--- src/rtl/sdac_pkg.sv ---
package sdac_pkg;
   localparam int ADDR_W  = 4;
   localparam int CODE_W  = 10;
   localparam int FRAME_W = ADDR_W + CODE_W;

   typedef logic [ADDR_W-1:0]  addr_t;
   typedef logic [CODE_W-1:0]  code_t;
   typedef logic [FRAME_W-1:0] frame_t;

   typedef enum logic {
      ORDER_MSB_FIRST = 1'b0,
      ORDER_LSB_FIRST = 1'b1
   } order_e;
endpackage

--- src/rtl/sdac_sync.sv ---
module sdac_sync #(
   parameter int             W       = 4,
   parameter int             STAGES  = 2,
   parameter logic [W-1:0]   RST_VAL = '0
) (
   input  logic         clk,
   input  logic         rst_n,
   input  logic [W-1:0] d,
   output logic [W-1:0] q
);
   logic [W-1:0] stg [STAGES];

   generate
      if (STAGES < 2) begin : g_bad_depth
         $error("sdac_sync: STAGES must be at least 2");
      end
      if (W < 1) begin : g_bad_width
         $error("sdac_sync: W must be at least 1");
      end
      for (genvar s = 0; s < STAGES; s++) begin : g_stage
         if (s == 0) begin : g_first
            always_ff @(posedge clk or negedge rst_n) begin
               if (!rst_n) stg[0] <= RST_VAL;
               else        stg[0] <= d;
            end
         end else begin : g_next
            always_ff @(posedge clk or negedge rst_n) begin
               if (!rst_n) stg[s] <= RST_VAL;
               else        stg[s] <= stg[s-1];
            end
         end
      end
   endgenerate

   assign q = stg[STAGES-1];
endmodule

--- src/rtl/sdac_shreg.sv ---
module sdac_shreg #(
   parameter int LEN = sdac_pkg::FRAME_W
) (
   input  logic           clk,
   input  logic           rst_n,
   input  logic           en,
   input  logic           din,
   output logic [LEN-1:0] frame,
   output logic           dout
);
   // New bits enter at the top, so the first bit sent ends up at index 0.
   logic [LEN-1:0] sr;

   generate
      if (LEN < 2) begin : g_bad_len
         $error("sdac_shreg: LEN must be at least 2");
      end
   endgenerate

   always_ff @(posedge clk or negedge rst_n) begin
      if (!rst_n)  sr <= '0;
      else if (en) sr <= {din, sr[LEN-1:1]};
   end

   assign frame = sr;
   assign dout  = sr[0];
endmodule

--- src/rtl/sdac_decode.sv ---
module sdac_decode
   import sdac_pkg::*;
#(
   parameter int NUM_CH = 10
) (
   input  frame_t            frame,
   input  logic              lsb_first,
   input  logic              strobe,
   output addr_t             addr,
   output code_t             code,
   output logic [NUM_CH-1:0] wr_en
);
   code_t field;
   code_t field_rev;

   assign addr  = frame[ADDR_W-1:0];
   assign field = frame[FRAME_W-1:ADDR_W];

   generate
      for (genvar i = 0; i < CODE_W; i++) begin : g_rev
         assign field_rev[i] = field[CODE_W-1-i];
      end
   endgenerate

   assign code = (order_e'(lsb_first) == ORDER_LSB_FIRST) ? field : field_rev;

   generate
      for (genvar k = 0; k < NUM_CH; k++) begin : g_sel
         assign wr_en[k] = strobe && (addr == ADDR_W'(k + 1));
      end
   endgenerate
endmodule

--- src/rtl/sdac_bank.sv ---
module sdac_bank
   import sdac_pkg::*;
#(
   parameter int NUM_CH = 10
) (
   input  logic                     clk,
   input  logic                     rst_n,
   input  logic [NUM_CH-1:0]        wr_en,
   input  code_t                    code,
   output logic [NUM_CH*CODE_W-1:0] codes
);
   generate
      for (genvar k = 0; k < NUM_CH; k++) begin : g_ch
         code_t hold_q;
         always_ff @(posedge clk or negedge rst_n) begin
            if (!rst_n)        hold_q <= '0;
            else if (wr_en[k]) hold_q <= code;
         end
         assign codes[k*CODE_W +: CODE_W] = hold_q;
      end
   endgenerate
endmodule

--- src/rtl/sdac_front.sv ---
module sdac_front
   import sdac_pkg::*;
#(
   parameter int NUM_CH      = 10,
   parameter int SYNC_STAGES = 2
) (
   input  logic                     clk,
   input  logic                     rst_n,
   input  logic                     ser_clk_i,
   input  logic                     ser_dat_i,
   input  logic                     ser_ld_i,
   input  logic                     lsb_first_i,
   output logic                     ser_dat_o,
   output logic [NUM_CH*CODE_W-1:0] ch_codes_o
);
   localparam int          LINES    = 4;
   localparam logic [3:0]  LINE_RST = 4'b1000; // order line idles at LSB-first

   generate
      if (!(NUM_CH == 8 || NUM_CH == 10)) begin : g_bad_ch
         $error("sdac_front: NUM_CH must be 8 or 10");
      end
   endgenerate

   logic [LINES-1:0] lines_raw;
   logic [LINES-1:0] lines_s;
   logic             sck_s, dat_s, ld_s, ord_s;
   logic [1:0]       edge_prev;
   logic             sclk_rise, load_rise;
   frame_t           shreg;
   addr_t            dec_addr;
   code_t            dec_code;
   logic [NUM_CH-1:0] wr_en;

   assign lines_raw = {lsb_first_i, ser_ld_i, ser_dat_i, ser_clk_i};

   sdac_sync #(
      .W       (LINES),
      .STAGES  (SYNC_STAGES),
      .RST_VAL (LINE_RST)
   ) sync_i (
      .clk   (clk),
      .rst_n (rst_n),
      .d     (lines_raw),
      .q     (lines_s)
   );

   assign {ord_s, ld_s, dat_s, sck_s} = lines_s;

   always_ff @(posedge clk or negedge rst_n) begin
      if (!rst_n) edge_prev <= '0;
      else        edge_prev <= {ld_s, sck_s};
   end

   assign sclk_rise = sck_s & ~edge_prev[0];
   assign load_rise = ld_s  & ~edge_prev[1];

   sdac_shreg #(
      .LEN (FRAME_W)
   ) shreg_i (
      .clk   (clk),
      .rst_n (rst_n),
      .en    (sclk_rise),
      .din   (dat_s),
      .frame (shreg),
      .dout  (ser_dat_o)
   );

   sdac_decode #(
      .NUM_CH (NUM_CH)
   ) dec_i (
      .frame     (shreg),
      .lsb_first (ord_s),
      .strobe    (load_rise),
      .addr      (dec_addr),
      .code      (dec_code),
      .wr_en     (wr_en)
   );

   sdac_bank #(
      .NUM_CH (NUM_CH)
   ) bank_i (
      .clk   (clk),
      .rst_n (rst_n),
      .wr_en (wr_en),
      .code  (dec_code),
      .codes (ch_codes_o)
   );
endmodule

--- config.mk ---
export PLATFORM = sky130hd
export DESIGN_NAME = sdac_front
export DESIGN_NICKNAME = d
export VERILOG_FILES = /design/src/rtl/sdac_pkg.sv /design/src/rtl/sdac_sync.sv /design/src/rtl/sdac_shreg.sv /design/src/rtl/sdac_decode.sv /design/src/rtl/sdac_bank.sv /design/src/rtl/sdac_front.sv
export SDC_FILE = /design/constraint.sdc
export NUM_CORES = 1
export LEC_CHECK = 0
export BUFFER_PORTS_ARGS = -buffer_cell sky130_fd_sc_hd__buf_2
export CAP_MARGIN = 20
export CORE_MARGIN = 5
export CORE_UTILIZATION = 53
export DETAILED_ROUTE_END_ITERATION = 8
export PLACE_DENSITY = 0.89
export SYNTH_ARGS = -nofsm -noshare
export SYNTH_HDL_FRONTEND = slang
export SYNTH_SLANG_ARGS = --single-unit
--- constraint.sdc ---
create_clock -name clk -period 1.9 [get_ports clk]
set_input_delay 0.19 -clock clk [delete_from_list [all_inputs] [get_ports clk]]
set_output_delay 0.19 -clock clk [all_outputs]
set_load 0.01 [all_outputs]
# Yosys cells after proc, flatten, opt, wreduce, memory -nomap -nowiden
# Cells that the tools add are included.
# word_totals
register_bits	124
word_cells	39
in_bits	6
out_inout_bits	101
# classes
n_reduce_logical	10
n_eq_ne	10
n_mux	1
n_bitwise	4
# ops
op	count
$eq A4 B3 Y1 const B	4
$eq A4 B4 Y1 const B	3
$logic_and A1 B1 Y1	10
$mux W10	1
$eq A4 B2 Y1 const B	2
$eq A4 B1 Y1 const B	1
$and A1 B1 Y1	2
$not A1 Y1	2

# Depth between registers and ports, before layout
# logic_depth
word_depth	3
mapped_depth	4
depth_no_buf	3

# Hierarchy
# Synthesis repeated with hierarchy kept, for this count alone.
# hier_totals
cells_unflattened	287
area_unflattened_um2	5181.2
# modules_own_cells
mod	area_each_um2	cells_per_inst	n_inst	seq_area_each_um2
sdac_bank	4116.4	210	1	2502.4
sdac_shreg	526.8	30	1	350.3
sdac_sync	232.7	12	1	202.7
sdac_decode	227.7	31	1	0.0
sdac_front	77.6	4	1	50.0

# Worst setup path before layout
# Ideal clock, no wire load.
# synth_path
path_type	reg2reg
start	register shreg_i.sr[3] (netlist: shreg_i.frame[3])
end	register bank_i.g_ch[2].hold_q[0]
stages_incl_launch_ff	5
required_time_ns	1.775
t_arrival_ns	1.432
setup_ns	0.125
path_slack_ns	0.343
n_path_buf	1
synth_period_minus_slack_ns	1.557
cell_sequence	dfrtp_1 -> nor4b_2 -> and3_1 -> buf_6 -> mux2_2
# synth_via
elab_chain_len	2
# synth_rtl
element	line	source
start, declared	sdac_shreg.sv:12	logic [LEN-1:0] sr;
start signal, assigned	sdac_shreg.sv:22	else if (en) sr <= {din, sr[LEN-1:1]};
$eq A4 B2 Y1	sdac_decode.sv:29	assign wr_en[k] = strobe && (addr == ADDR_W'(k + 1));
$logic_and A1 B1 Y1	sdac_decode.sv:29	
end signal, assigned	sdac_bank.sv:17	else if (wr_en[k]) hold_q <= code;
end, declared	sdac_bank.sv:14	code_t hold_q;
# Every way passes these cells.
# A chain may end at the register's enable or synchronous reset.

# Worst setup path after layout
# layout_path
start	register shreg_i.sr[3] (netlist: shreg_i.frame[3])
end	register bank_i.g_ch[6].hold_q[7]
# layout_via
elab_chain_len	2
# layout_rtl
element	line
$eq A4 B3 Y1	sdac_decode.sv:29
$logic_and A1 B1 Y1	sdac_decode.sv:29
end signal, assigned	sdac_bank.sv:17
end, declared	sdac_bank.sv:14
# Every way passes these cells.

==> flow_summary.ini <==
[status]
status = finished clean

[global_route]
antenna_found_initial = 0
grt_overflow = 0
grt_pass1_vias = 3244
grt_max_degree = 36
grt_usage_pct = 20.8
grt_pass1_wl_mm = 17.7

[routing]
drt-initial-drc-count = 155
routed.top_layer = met4
m1WireLength_mm = 4.53
route.met2.wl_mm = 5.33
route.detailed.wl_per_inst_um = 19.4
dr.pass1.iters = 4
postRouteAntennaNets = 0
finalWirelength_mm = 10.7
route.met3.wl_um = 657
drcViolationCount = 0
routed_via_density = 5.28
vias = 2914

[floorplanning]
io_pins = 107
coreArea_um2 = 8680
die-area_um2 = 10900
start_util_pct = 54.3
rows = 34
die_x_um = 104
die_height_um = 104

[power]
peakVddDrop_mv = 0.743
p_sw_mw = 1.70
power_density_nw_per_um2 = 1130
sequentialPowerShare_pct = 43.8
combinationalPowerShare_pct = 11.7
p_int_mw = 5.11
p_leak_nw = 3.43
swShare_pct = 24.9
p_clk_share_pct = 44.5

[synthesis]
syn_inst = 299
ys_seq_elements = 124
ys_seq_area_share_pct = 65.9
synth_nets = 305
ys_warn_count = 0
yosysUniqueCellTypes = 17
syn_area_per_cell_um2 = 15.8
netlist_area_um2 = 4710

[timing]
finalCritPeriodShare_pct = 85.6
slew-limit-headroom_pct = 64.0
finalSetupTns_ns = 0
min_period_ns = 1.63
timing.fmax_mhz = 615
maxSlewViolCount = 0
setup_viol = 0
worst_pin_slew_ns = 0.540
rsz0062_at_grt = no
final-hold-violation-count = 0
whs_ns = 0.197
finClkSkew_ns = 0.00919

[place]
routabilityCongestion = 0.817
placed_area_um2 = 5420
dpl.cell_count = 515
dp_hpwl_mm = 7.08
io_buffers = 106

[cells_and_area]
stdcell_count = 552
finish.instance_area_um2 = 6030
n_antenna_cell = 0
drive_gt1_share_pct = 59.5
syn_to_final_growth_pct = 28.1
nNetsFinal = 437

[clocking]
cts_tree = yes
clk_path_buf_depth = 2
cts_resized = 0
h-tree-depth = 4
post_cts_buffers = 0
insertion_delay_ns = 0.51
cts_sinks = 124
clk_pin_slew_ns = 0.06
cts_buffers = 17
root_buffer = clkbuf_8

[critical_path]
worstSetupStartpointType = flop
worstSetupEndpointType = flop
slowest_stage = dfrtp_1
cpPeakStageDelay_ns = 0.42
crit_required_ns = 2.29
crit_chain = and4bb_4 -> and3_1 -> buf_4 -> mux2_4
path_buf_inv = 1
crit_family = simple AND/OR/NAND/NOR gates
path_class = flop to flop
crit_arrival_ns = 2.02
crit_fanout = 10

[flow_run]
maxCapViolCount = 0

[hold_path]
hold_path.class = input port to async pin
==> worst paths after layout <==
check / cells after the start / to / slack (ns) / startpoint
setup / recovery: 4 / bank_i.g_ch[6].hold_q[7] / 0.27 / shreg_i.frame[3]
hold / removal: 2 / bank_i.g_ch[5].hold_q[9] / 0.20 / rst_n
setup reg to reg: 4 / bank_i.g_ch[6].hold_q[7] / 0.27 / shreg_i.frame[3]
hold reg to reg: 0 / sync_i.q[0] / 0.35 / sync_i.stg[4]
max in group asynchronous: 3 / bank_i.g_ch[4].hold_q[5] / 0.99 / rst_n
min in group clk: 0 / sync_i.q[0] / 0.35 / sync_i.stg[4]
==> placed cells by master (no fill, tap or decap) <==
cell           instances
nor2b_1                2
clkbuf_16             16
dfrtp_1              122
clkinv_2               5
bufinv_16              2
clkinvlp_4             1
and4bb_4               1
and3_1                 2
nand2_1               42
nor4b_2                1
and4bb_2               1
nand2_2                8
mux2_2               100
clkbuf_1               4
nor2_1                 1
clkbuf_8               4
buf_4                  6
and2b_1                1
dlygate4sd3_1          5
buf_12                 2
dfstp_2                2
mux2_4                10
nand2b_1               1
buf_2                105
==> kinds of logic (layout without fill, tap and decap cells) <==
| logic type | after synthesis | after routing | synth area share, % |
|---|---|---|---|
| flip-flops | 124 | 124 | 65.9 |
| multiplexers | 110 | 110 | 27.1 |
| buffers and inverters | 5 | 150 | 0.744 |
| AND/OR/NAND/NOR | 60 | 60 | 6.24 |
==> metal layers <==
layer  GRT usage (%)  vias to the layer above
li1                -                     1317
met1            26.6                     1486
met2            33.5                       98
met3            7.14                       13
met4            6.38                        0
met5               0                        -
==> Yosys cell counts, drive strengths merged <==
library cell,instances,area [um^2]
mux2,110,1280
nor2,1,3.75
nor4b,1,15.0
clkbuf,2,7.51
buf,3,27.5
and4bb,2,28.8
and2b,1,7.51
dfrtp,122,3050
nor2b,2,12.5
dfstp,2,52.6
and3,2,12.5
nand2b,1,6.26
nand2,50,208
==> per-stage QoR <==
step	total power [mW]	utilization (%)	setup slack, ns
after global placement	3.78	62.5	0.328
after CTS	6.87	69.5	0.267
final	6.81	69.5	0.274
after detailed placement	3.82	62.5	0.288
after global routing	7.09	69.5	0.229
after floorplan	3.41	-	0.343
==> sequential cells by signal, indices dropped and copies added, names as in the netlist <==
name	flops
bank_i.g_ch.hold_q	100
edge_prev	2
shreg_i.frame	14
sync_i.q	4
sync_i.stg	4
==> power groups by stage <==
stage	Clock (mW)	Combinational (mW)	Sequential, mW
after floorplan	0	0.349	3.06
after global placement	0	0.773	3.01
after detailed placement	0	0.797	3.02
after CTS	3.07	0.808	2.98
after global routing	3.21	0.867	3.01
final	3.03	0.793	2.98
==> timing repair <==
action / in CTS / in global routing
setup endpoints to repair: 0 / 0
hold buffers: 5 / 0
hold endpoints to repair: 36 / 0
==> cell type report <==
cell class / count / area (um^2)
Clock inverter: 8 / 92.6
Timing Repair Buffer: 118 / 661
Multi-Input combinational cell: 170 / 1570
Tap cell: 108 / 135
Sequential cell: 124 / 3110
Fill cell: 626 / 2640
Clock buffer: 24 / 470
No activity file was read; power rests on OpenSTA's default activity.
